## src/rtl/rdma_pkg.sv

```systemverilog
package rdma_pkg;
    localparam int ADDR_W  = 16;
    localparam int PAGE_W  = 8;
    localparam int OFS_W   = ADDR_W - PAGE_W;
    localparam int BYTE_W  = 8;
    localparam int DATA_W  = 16;
    localparam int LANES   = DATA_W / BYTE_W;
    localparam int HALVES  = ADDR_W / BYTE_W;
    localparam int SEL_W   = 4;
    localparam int DONE_BIT  = 6;
    localparam int RESET_BIT = 7;
    localparam int CMD_RD_BIT = 3;
    localparam int CMD_WR_BIT = 4;
    localparam int WORD_CFG_BIT = 0;

    typedef logic [ADDR_W-1:0] addr_t;
    typedef logic [PAGE_W-1:0] page_t;
    typedef logic [BYTE_W-1:0] byte_t;
    typedef logic [DATA_W-1:0] data_t;

    typedef enum logic [SEL_W-1:0] {
        SEL_CMD        = 4'd0,
        SEL_ADDR_LO    = 4'd1,
        SEL_ADDR_HI    = 4'd2,
        SEL_CNT_LO     = 4'd3,
        SEL_CNT_HI     = 4'd4,
        SEL_RING_FIRST = 4'd5,
        SEL_RING_LAST  = 4'd6,
        SEL_CFG        = 4'd7,
        SEL_STATUS     = 4'd8,
        SEL_MASK       = 4'd9
    } reg_sel_e;

    typedef struct packed {
        addr_t addr;
        addr_t count;
        logic  finished;
    } step_t;

    function automatic addr_t access_size(input logic word);
        return word ? ADDR_W'(2) : ADDR_W'(1);
    endfunction

    function automatic step_t advance(input addr_t a, input addr_t c, input logic word,
                                      input page_t first_pg, input page_t last_pg);
        step_t r;
        addr_t sz;
        sz = access_size(word);
        r.addr = a + sz;
        if (r.addr == {last_pg, {OFS_W{1'b0}}})
            r.addr = {first_pg, {OFS_W{1'b0}}};
        if (c <= sz) begin
            r.count    = '0;
            r.finished = 1'b1;
        end else begin
            r.count    = c - sz;
            r.finished = 1'b0;
        end
        return r;
    endfunction
endpackage

```

## src/rtl/rdma_cfg.sv

```systemverilog
module rdma_cfg
    import rdma_pkg::*;
(
    input  logic             clk,
    input  logic             rst,
    input  logic             reg_wr,
    input  logic [SEL_W-1:0] reg_sel,
    input  byte_t            reg_wdata,
    output logic [HALVES-1:0] ld_addr,
    output logic [HALVES-1:0] ld_cnt,
    output logic             cmd_wr,
    output logic             stat_wr,
    output page_t            ring_first,
    output page_t            ring_last,
    output logic             word_mode,
    output byte_t            irq_mask
);
    reg_sel_e sel;
    assign sel = reg_sel_e'(reg_sel);

    always_comb begin
        ld_addr = '0;
        ld_cnt  = '0;
        cmd_wr  = 1'b0;
        stat_wr = 1'b0;
        if (reg_wr) begin
            case (sel)
                SEL_CMD:     cmd_wr     = 1'b1;
                SEL_ADDR_LO: ld_addr[0] = 1'b1;
                SEL_ADDR_HI: ld_addr[1] = 1'b1;
                SEL_CNT_LO:  ld_cnt[0]  = 1'b1;
                SEL_CNT_HI:  ld_cnt[1]  = 1'b1;
                SEL_STATUS:  stat_wr    = 1'b1;
                default: ;
            endcase
        end
    end

    always_ff @(posedge clk) begin
        if (rst) begin
            ring_first <= '0;
            ring_last  <= '0;
            word_mode  <= 1'b0;
            irq_mask   <= '0;
        end else if (reg_wr) begin
            case (sel)
                SEL_RING_FIRST: ring_first <= reg_wdata;
                SEL_RING_LAST:  ring_last  <= reg_wdata;
                SEL_CFG:        word_mode  <= reg_wdata[WORD_CFG_BIT];
                SEL_MASK:       irq_mask   <= reg_wdata;
                default: ;
            endcase
        end
    end
endmodule

```

## src/rtl/rdma_ptr.sv

```systemverilog
module rdma_ptr
    import rdma_pkg::*;
(
    input  logic              clk,
    input  logic              rst,
    input  logic [HALVES-1:0] ld_addr,
    input  logic [HALVES-1:0] ld_cnt,
    input  byte_t             wdata,
    input  logic              step,
    input  logic              word_mode,
    input  page_t             ring_first,
    input  page_t             ring_last,
    output addr_t             addr,
    output addr_t             count,
    output logic              finished
);
    addr_t addr_q, count_q;
    step_t nxt;

    always_comb nxt = advance(addr_q, count_q, word_mode, ring_first, ring_last);

    always_ff @(posedge clk) begin
        if (rst) begin
            addr_q  <= '0;
            count_q <= '0;
        end else begin
            if (step) begin
                addr_q  <= nxt.addr;
                count_q <= nxt.count;
            end
            for (int h = 0; h < HALVES; h++) begin
                if (ld_addr[h]) addr_q[h*BYTE_W +: BYTE_W]  <= wdata;
                if (ld_cnt[h])  count_q[h*BYTE_W +: BYTE_W] <= wdata;
            end
        end
    end

    assign addr     = addr_q;
    assign count    = count_q;
    assign finished = step && nxt.finished;
endmodule

```

## src/rtl/rdma_mem_if.sv

```systemverilog
module rdma_mem_if
    import rdma_pkg::*;
#(
    parameter addr_t WIN_BASE  = 16'h4000,
    parameter addr_t WIN_LIMIT = 16'h8000
) (
    input  addr_t             addr,
    input  logic              word_mode,
    input  logic              access,
    input  logic              is_write,
    input  data_t             port_wdata,
    input  data_t             mem_rdata,
    output logic              mem_en,
    output logic              mem_we,
    output addr_t             mem_addr,
    output logic [LANES-1:0]  mem_be,
    output data_t             mem_wdata,
    output data_t             port_rdata
);
    addr_t eff;
    logic  in_win;

    assign eff    = word_mode ? {addr[ADDR_W-1:1], 1'b0} : addr;
    assign in_win = (eff >= WIN_BASE) && (eff < WIN_LIMIT);

    assign mem_en   = access && in_win;
    assign mem_we   = mem_en && is_write;
    assign mem_addr = eff;

    for (genvar l = 0; l < LANES; l++) begin : g_lane
        if (l == 0) begin : g_low
            assign mem_be[l] = 1'b1;
            assign mem_wdata[l*BYTE_W +: BYTE_W] = port_wdata[l*BYTE_W +: BYTE_W];
        end else begin : g_high
            assign mem_be[l] = word_mode;
            assign mem_wdata[l*BYTE_W +: BYTE_W] =
                word_mode ? port_wdata[l*BYTE_W +: BYTE_W] : '0;
        end
    end

    always_comb begin
        if (mem_en && !is_write)
            port_rdata = word_mode ? mem_rdata : {{(DATA_W-BYTE_W){1'b0}}, mem_rdata[BYTE_W-1:0]};
        else
            port_rdata = '1;
    end
endmodule

```

## src/rtl/rdma_irq.sv

```systemverilog
module rdma_irq
    import rdma_pkg::*;
(
    input  logic  clk,
    input  logic  rst,
    input  logic  cmd_wr,
    input  logic  stat_wr,
    input  byte_t wdata,
    input  logic  set_done,
    input  byte_t irq_mask,
    output byte_t status,
    output logic  irq
);
    byte_t clr, set;

    always_comb begin
        clr = '0;
        set = '0;
        if (stat_wr) clr[RESET_BIT-1:0] = wdata[RESET_BIT-1:0];
        if (cmd_wr)  clr[RESET_BIT] = 1'b1;
        set[DONE_BIT] = set_done;
    end

    always_ff @(posedge clk) begin
        if (rst) status <= byte_t'(1) << RESET_BIT;
        else     status <= (status & ~clr) | set;
    end

    assign irq = |(status[RESET_BIT-1:0] & irq_mask[RESET_BIT-1:0]);
endmodule

```

## src/rtl/rdma_port_engine.sv

```systemverilog
module rdma_port_engine
    import rdma_pkg::*;
#(
    parameter logic [15:0] WIN_BASE  = 16'h4000,
    parameter logic [15:0] WIN_LIMIT = 16'h8000
) (
    input  logic        clk,
    input  logic        rst,
    input  logic        reg_wr,
    input  logic [3:0]  reg_sel,
    input  logic [7:0]  reg_wdata,
    input  logic        port_rd,
    input  logic        port_wr,
    input  logic [15:0] port_wdata,
    output logic [15:0] port_rdata,
    output logic        mem_en,
    output logic        mem_we,
    output logic [15:0] mem_addr,
    output logic [1:0]  mem_be,
    output logic [15:0] mem_wdata,
    input  logic [15:0] mem_rdata,
    output logic [15:0] cur_addr,
    output logic [15:0] cur_count,
    output logic [7:0]  irq_status,
    output logic        irq
);
    logic [HALVES-1:0] ld_addr, ld_cnt;
    logic  cmd_wr, stat_wr, word_mode, finished, access, zero_len;
    page_t ring_first, ring_last;
    byte_t irq_mask;

    rdma_cfg u_cfg (
        .clk(clk), .rst(rst), .reg_wr(reg_wr), .reg_sel(reg_sel), .reg_wdata(reg_wdata),
        .ld_addr(ld_addr), .ld_cnt(ld_cnt), .cmd_wr(cmd_wr), .stat_wr(stat_wr),
        .ring_first(ring_first), .ring_last(ring_last), .word_mode(word_mode),
        .irq_mask(irq_mask)
    );

    assign access   = (port_rd || port_wr) && (cur_count != '0);
    assign zero_len = cmd_wr && (reg_wdata[CMD_RD_BIT] || reg_wdata[CMD_WR_BIT])
                      && (cur_count == '0);

    rdma_ptr u_ptr (
        .clk(clk), .rst(rst), .ld_addr(ld_addr), .ld_cnt(ld_cnt), .wdata(reg_wdata),
        .step(access), .word_mode(word_mode), .ring_first(ring_first),
        .ring_last(ring_last), .addr(cur_addr), .count(cur_count), .finished(finished)
    );

    rdma_mem_if #(.WIN_BASE(WIN_BASE), .WIN_LIMIT(WIN_LIMIT)) u_mem (
        .addr(cur_addr), .word_mode(word_mode), .access(access), .is_write(port_wr),
        .port_wdata(port_wdata), .mem_rdata(mem_rdata), .mem_en(mem_en), .mem_we(mem_we),
        .mem_addr(mem_addr), .mem_be(mem_be), .mem_wdata(mem_wdata), .port_rdata(port_rdata)
    );

    rdma_irq u_irq (
        .clk(clk), .rst(rst), .cmd_wr(cmd_wr), .stat_wr(stat_wr), .wdata(reg_wdata),
        .set_done(finished || zero_len), .irq_mask(irq_mask), .status(irq_status), .irq(irq)
    );
endmodule

```

## config.mk

```make
export PLATFORM = sky130hd
export DESIGN_NAME = rdma_port_engine
export DESIGN_NICKNAME = d
export VERILOG_FILES = /design/src/rtl/rdma_pkg.sv /design/src/rtl/rdma_cfg.sv /design/src/rtl/rdma_ptr.sv /design/src/rtl/rdma_mem_if.sv /design/src/rtl/rdma_irq.sv /design/src/rtl/rdma_port_engine.sv
export SDC_FILE = /design/constraint.sdc
export NUM_CORES = 1
export LEC_CHECK = 0
export ABC_AREA = 1
export ABC_CLOCK_PERIOD_IN_PS = 3650
export BUFFER_PORTS_ARGS = -buffer_cell sky130_fd_sc_hd__buf_4
export CORE_MARGIN = 1.5
export CORE_UTILIZATION = 45
export DETAILED_ROUTE_END_ITERATION = 8
export GPL_TIMING_DRIVEN = 0
export MAX_ROUTING_LAYER = met4
export PLACE_DENSITY = 0.76
export SETUP_SLACK_MARGIN = 0.5
export SKIP_LAST_GASP = 1
export SLEW_MARGIN = 30
export SYNTH_ARGS = -nofsm -noshare
export SYNTH_HDL_FRONTEND = slang
export SYNTH_SLANG_ARGS = --single-unit
```

## constraint.sdc

```tcl
create_clock -name clk -period 3.65 [get_ports clk]
set_clock_uncertainty 0.2 [all_clocks]
set_input_delay 0.365 -clock clk [delete_from_list [all_inputs] [get_ports clk]]
set_output_delay 0.365 -clock clk [all_outputs]
set_load 0.02 [all_outputs]
```

==> results.cfg, run 1 <==
[layout]
nets = 856
fin_util = 0.635
fillCellCount = 819
final_layout_size_suffix_gt1_frac = 0.269
final_area_um2 = 5590
diodes = 0
syn2layout_area_growth_pct = 34.8
fin_cells = 914

[power]
p_comb_frac = 0.537
p_sw_mw = 1.67
swShare = 0.457
peakVddDrop_v = 0.000289
finalPower_mw = 3.66
p_int_mw = 1.99
clkPwrFrac = 0.195
leakagePower_nw = 2.66
power.density_nw_per_um2 = 654
p_seq_frac = 0.268

[synthesis]
synthAdderAreaFrac = 0.0217
synth_xor_area_frac = 0.0148
synth_cell_types = 41
synth_top_area_frac = 0.309
synth_seq_cells = 64
synth_top_family_by_area = simple AND/OR/NAND/NOR gates
synth_top_flop_cell = dfxtp_1
syn_nets = 708
synth_mux_area_frac = 0
syn_inst = 653
yosys.area_share.simple = 0.340
yosys.area.top_type = dfxtp_1
syn-cell-area_um2 = 4150
synth_compound_area_frac = 0.165
postSynthAreaPerCell_um2 = 6.35
synth_warnings = 0
synth-edff-count = 0
ys_seq_area_frac = 0.309
async_reset_ff_frac = 0
synthTopCellsByArea = dfxtp_1, nand2_1, inv_1

[global_route]
overflow = 0
track_usage = 0.285
grt_pass1_wl_um = 21600
grt_max_degree = 13
antenna_found_initial = 0
grt_pass1_vias = 4471

[critical_path]
cp_data_arrival_time_ns = 2.98
crit_type = reg -> reg
r2r_cells = 16
crit_fanout = 5
required_ns = 3.66
critPathLaunchType = register
setup.worst_path.end_class = register

[timing]
tns_ns = 0
slew_headroom = 0.500
tightest_slew_ns = 0.744
finalCritPeriodShare = 0.812
whs_ns = 0.107
setup_viol = 0
rsz0062_at_grt = no
drv_slew = 0
setup_slack_ns = 0.687
fmax_mhz = 338
hold_violations = 0
min_period_ns = 2.96

[floorplan]
die_w_um = 99.0
die-area_um2 = 9800
die_y_um = 99.0
start_util = 0.471
io_pins = 142
rows = 34
core_region_area_um2 = 8810

[drt]
drc = 18
vias_per_cell = 5.24
drt_iter0_markers = 325
vias = 4787
wire_per_inst_um = 14.9
dr.pass1.iters = 7
wl_um = 13600
antenna_left = 0

[clock_network]
cts_tree = yes
root_buffer = clkbuf_8
clk_path_buf_depth = 2
clkSinkCount = 64
cts_buffers = 9
htreeDepth = 3
clock_latency_ns = 0.36
cts.clk_slew.worst_paths_ns = 0.07

[placement]
dp_slack_ns = 0.0984
hpwl_um = 10400
portBuffers = 131
gp_congestion = 0.929
place_area_um2 = 5270
dp_cells = 892

[outcome]
failed_checks = DRC
status = complete, but fails checks

[worst_hold_path]
hold_depth = 3
hp-class = in -> reg

[job]
drv_cap = 0
## layer usage
metal	GRT usage	vias to the layer above	routed length, um
li1	-	2381	-
met1	0.342	2161	5660
met2	0.459	210	6520
met3	0.0482	35	1020
met4	0.144	0	388
met5	-	-	0
## critical path, stage by stage, from the launching register on
cell and delay, ns:
dfxtp_4 0.38, buf_8 0.11, clkinvlp_4 0.09, ha_4 0.18
fa_1 0.45, or2_2 0.30, nor2_2 0.11, nand3_1 0.07
nor2_1 0.09, nand2_1 0.07, nor2_2 0.12, nand2_2 0.10
nor2_4 0.15, buf_4 0.13, nand3_1 0.09, nand3_1 0.11
a21oi_1 0.07
## cells in the final DEF (no fill, tap or decap), types with 17 or more instances in the layout
cell type / instances
buf_4: 161
inv_1: 94
o21ai_0: 35
nand3_1: 46
a31oi_1: 17
a21oi_1: 43
dfxtp_1: 63
nor2_1: 47
nand2_1: 175
## state kept, by name (all words and copies together), names as in the netlist
signal,flops
u_cfg.irq_mask,7
u_ptr.count,16
u_cfg.ring_first,8
u_cfg.word_mode,1
u_ptr.addr,16
u_irq.status,8
u_cfg.ring_last,8
## final cells by class
type                    count  area, um^2  share of cell area
plain buffers              39         253              0.0452
clock buffers              10         138              0.0246
clock inverters             6        90.1              0.0161
inverters                 100         379              0.0678
multi-input cells         451        2290               0.409
flip-flops and latches     64        1280               0.230
well taps                 108         135              0.0242
repair buffers            136        1020               0.183
## what timing repair did
action	in CTS	in global routing
cloned	1	0
setup endpoints to repair	8	18
resized for setup	6	8
hold buffers	0	0
buffers inserted	1	4
pin swaps	1	4
## cells by family (layout without fill, tap and decap cells)
group / after synthesis / in the layout
simple gates: 314 / 315
fa+ha+maj: 6 / 6
other cells: 1 / 1
compound gates: 122 / 122
xor+xnor: 7 / 7
flops: 64 / 64
buf+inv: 139 / 291
## synth_stat cells, types with 2 or more instances
library cell / n
o21ai_1: 2
a31oi_1: 17
ha_1: 4
nand2_4: 4
nand2_2: 3
nor2_4: 2
fa_1: 2
clkbuf_1: 13
nor2_1: 49
or2_2: 2
dfxtp_1: 64
nand4_1: 8
xnor2_1: 3
o22ai_1: 12
nor3_1: 4
nand3_1: 46
nand3b_1: 5
inv_1: 95
a21oi_1: 44
nand2_1: 176
nor2_2: 7
nand3_2: 3
o21ai_0: 35
buf_4: 25
inv_2: 4
o211ai_1: 6
xor2_1: 4
## power groups by stage
stage                     sequential [mW]  clock [mW]  combinational (mW)
final                               0.978       0.713                1.96
after CTS                           0.972       0.716                1.92
after global placement              0.987           0                1.87
after floorplan                      1.07           0                1.20
after global routing                0.996       0.748                2.15
after detailed placement            0.988           0                1.89
## final timing paths
kind                                 startpoint              end  slack [ns]
worst max-delay path            u_cfg.word_mode   u_ptr.addr[11]        0.69
worst min-delay path               reg_wdata[6]    u_ptr.addr[6]        0.11
worst max register to register  u_cfg.word_mode   u_ptr.addr[11]        0.69
worst min register to register  u_irq.status[7]  u_irq.status[7]        0.30
Power figures use the tool's default switching activity.
==> inputs of run 2 (changes only) <==
--- a/config.mk
+++ b/config.mk
@@ -5,8 +5,8 @@
 export SDC_FILE = /design/constraint.sdc
 export NUM_CORES = 1
 export LEC_CHECK = 0
-export ABC_AREA = 1
-export ABC_CLOCK_PERIOD_IN_PS = 3650
+export ABC_AREA = 0
+export ABC_CLOCK_PERIOD_IN_PS = 2800
 export BUFFER_PORTS_ARGS = -buffer_cell sky130_fd_sc_hd__buf_4
 export CORE_MARGIN = 1.5
 export CORE_UTILIZATION = 45
==> constraint.sdc (replaced) <==
create_clock -name clk -period 2.8 [get_ports clk]
set_clock_uncertainty 0.2 [all_clocks]
set_input_delay 0.28 -clock clk [delete_from_list [all_inputs] [get_ports clk]]
set_output_delay 0.28 -clock clk [all_outputs]
set_load 0.02 [all_outputs]
==> run 2 against run 1 <==
The run ends with setup timing left; wire length increased by 17%; non-clock buffer count increased by 70; highest routed layer unchanged; sequential share of layout area decreased by 3.5 points; clock power increased by 3%; register-to-register slack got worse by 1.2 ns; global-route usage increased by 2.4 points.
==> results.cfg, run 2 <==
[synthesis]
synth_cell_types = 54
postSynthAreaPerCell_um2 = 8.00
synth_top_area_frac = 0.316
yosys.area.top_type = dfxtp_1
syn-cell-area_um2 = 4060
syn_nets = 562
synth.most_common_cell = dfxtp_1
syn_inst = 507
ys_seq_area_frac = 0.316
synth-edff-count = 0
synth_warnings = 0
synth_seq_cells = 64
async_reset_ff_frac = 0
synth_top_flop_cell = dfxtp_1
synthTopCellsByArea = dfxtp_1, mux2i_1, nor2_1
ys_top_cells_by_count = dfxtp_1, nor2_1, nand2_1

[drt]
vias_per_cell = 6.06
drt_iter0_markers = 568
wl_met1_um = 6150
top_layer_used = met4
drc = 0
wl_um = 15900
wire_per_inst_um = 19.7
antenna_left = 0
wl_met2_um = 7540
dr.pass1.iters = 5
wl_met3_um = 1650
vias = 4910

[layout]
nets = 753
fin_util = 0.767
fin_cells = 810
layout_commonest_cell = buf_4
final_layout_size_suffix_gt1_frac = 0.497
diodes = 0
final_area_um2 = 6690
syn2layout_area_growth_pct = 64.9
final_cell_mix = buf_4, nor2_1, dfxtp_1

[timing]
drv_slew = 0
setup_viol = 24
slew_headroom = 0.427
hold_violations = 0
rsz0062_at_grt = yes
finalCritPeriodShare = 1.17
tightest_slew_ns = 0.853
min_period_ns = 3.28
whs_ns = 0.0763
tns_ns = -7.87
setup_slack_ns = -0.480
fmax_mhz = 305

[critical_path]
crit_fanout = 6
crit_type = reg -> reg
setup.worst_path.end_class = register
critPathLaunchType = register
cp_data_arrival_time_ns = 3.34
required_ns = 2.86

[power]
finalPower_mw = 6.90
peakVddDrop_v = 0.000473
power.density_nw_per_um2 = 1030
leakagePower_nw = 2.79

[clock_network]
clk_path_buf_depth = 2
htreeDepth = 3
cts_tree = yes
cts_buffers = 9
clkSinkCount = 64
cts.clk_slew.worst_paths_ns = 0.07
root_buffer = clkbuf_8
clock_latency_ns = 0.35

[global_route]
grt_pass1_wl_um = 23100
track_usage = 0.308
grt_pass1_vias = 4593
grt_max_degree = 12
antenna_found_initial = 0
overflow = 0

[placement]
dp_slack_ns = -0.697
gp_congestion = 0.925
dp_cells = 738
portBuffers = 123
hpwl_um = 9450
place_area_um2 = 5320

[floorplan]
die-area_um2 = 9590
rows = 34
die_y_um = 97.9
die_w_um = 97.9
start_util = 0.465
io_pins = 142
core_region_area_um2 = 8720

[job]
drv_cap = 0

[worst_hold_path]
hp-class = in -> reg

[outcome]
failed_checks = setup timing
status = complete, but fails checks
## run 2: cell types whose count changed in the layout (fill, tap and decap cells not counted), sizes merged, moves of 12 or more
cell	previous run	this run
a21oi	45	20
and3	0	13
buf	163	224
inv	99	6
mux2i	0	24
nand2	183	35
nand2b	0	17
nand3	49	14
nor3	5	27
nor4	2	14
o21ai	38	17
o22ai	12	0
## run 2: repair_timing
action	CTS	global route
hold buffers	0	0
pin swaps	31	37
endpoints found under the setup margin	48	48
resized for setup	94	69
cloned	4	0
buffers inserted	37	16
## run 2: worst max-delay path, cell delays in order, from the launching register on
cell,delay (ns)
dfxtp_4,0.36
clkbuf_16,0.15
inv_8,0.05
ha_4,0.14
fa_2,0.23
buf_4,0.13
nand3_2,0.17
nor3_1,0.36
o32ai_1,0.18
or4b_4,0.57
buf_6,0.17
o31a_1,0.29
o32ai_2,0.20
## run 2: cells by family (layout without fill, tap and decap cells)
kind of cell / after synthesis / in the layout / synth area share
and+or+nand+nor: 220 / 220 / 0.273
AOI/OAI and AO/OA: 95 / 95 / 0.166
buffers and inverters: 71 / 266 / 0.0960
DFF: 64 / 64 / 0.316
xor gates and xnor gates: 26 / 26 / 0.0663
muxes: 24 / 24 / 0.0592
adders and majority gates: 6 / 6 / 0.0222
other: 1 / 1 / 0.000925
## run 2: routing by layer
| metal | GRT usage | up-vias |
|---|---|---|
| met5 | - | - |
| met4 | 0.111 | 0 |
| met3 | 0.0558 | 80 |
| met2 | 0.511 | 366 |
| met1 | 0.375 | 2293 |
| li1 | - | 2171 |
## run 2: report_power, final
| group | internal (mW) | switching [mW] |
|---|---|---|
| registers | 1.10 | 0.322 |
| logic | 2.32 | 2.42 |
| clock network | 0.362 | 0.369 |
## run 2: path summary, 6_finish.rpt
check	from	end	slack, ns	cells after the start
hold / removal	reg_wdata[7]	u_cfg.ring_first[7]	0.08	3
hold reg to reg	u_irq.status[0]	u_irq.status[0]	0.27	2
setup reg to reg	u_cfg.word_mode	u_ptr.addr[13]	-0.48	12
setup / recovery	u_cfg.word_mode	u_ptr.addr[13]	-0.48	12
## run 2: layout make-up
cell class | count | area (um^2)
repair buffers | 180 | 1530
multi-input cells | 372 | 3080
fillers | 572 | 2030
flip-flops and latches | 64 | 1310
clock buffers | 12 | 155
clock inverters | 3 | 17.5
plain buffers | 65 | 442
well taps | 108 | 135
inverters | 6 | 30.0
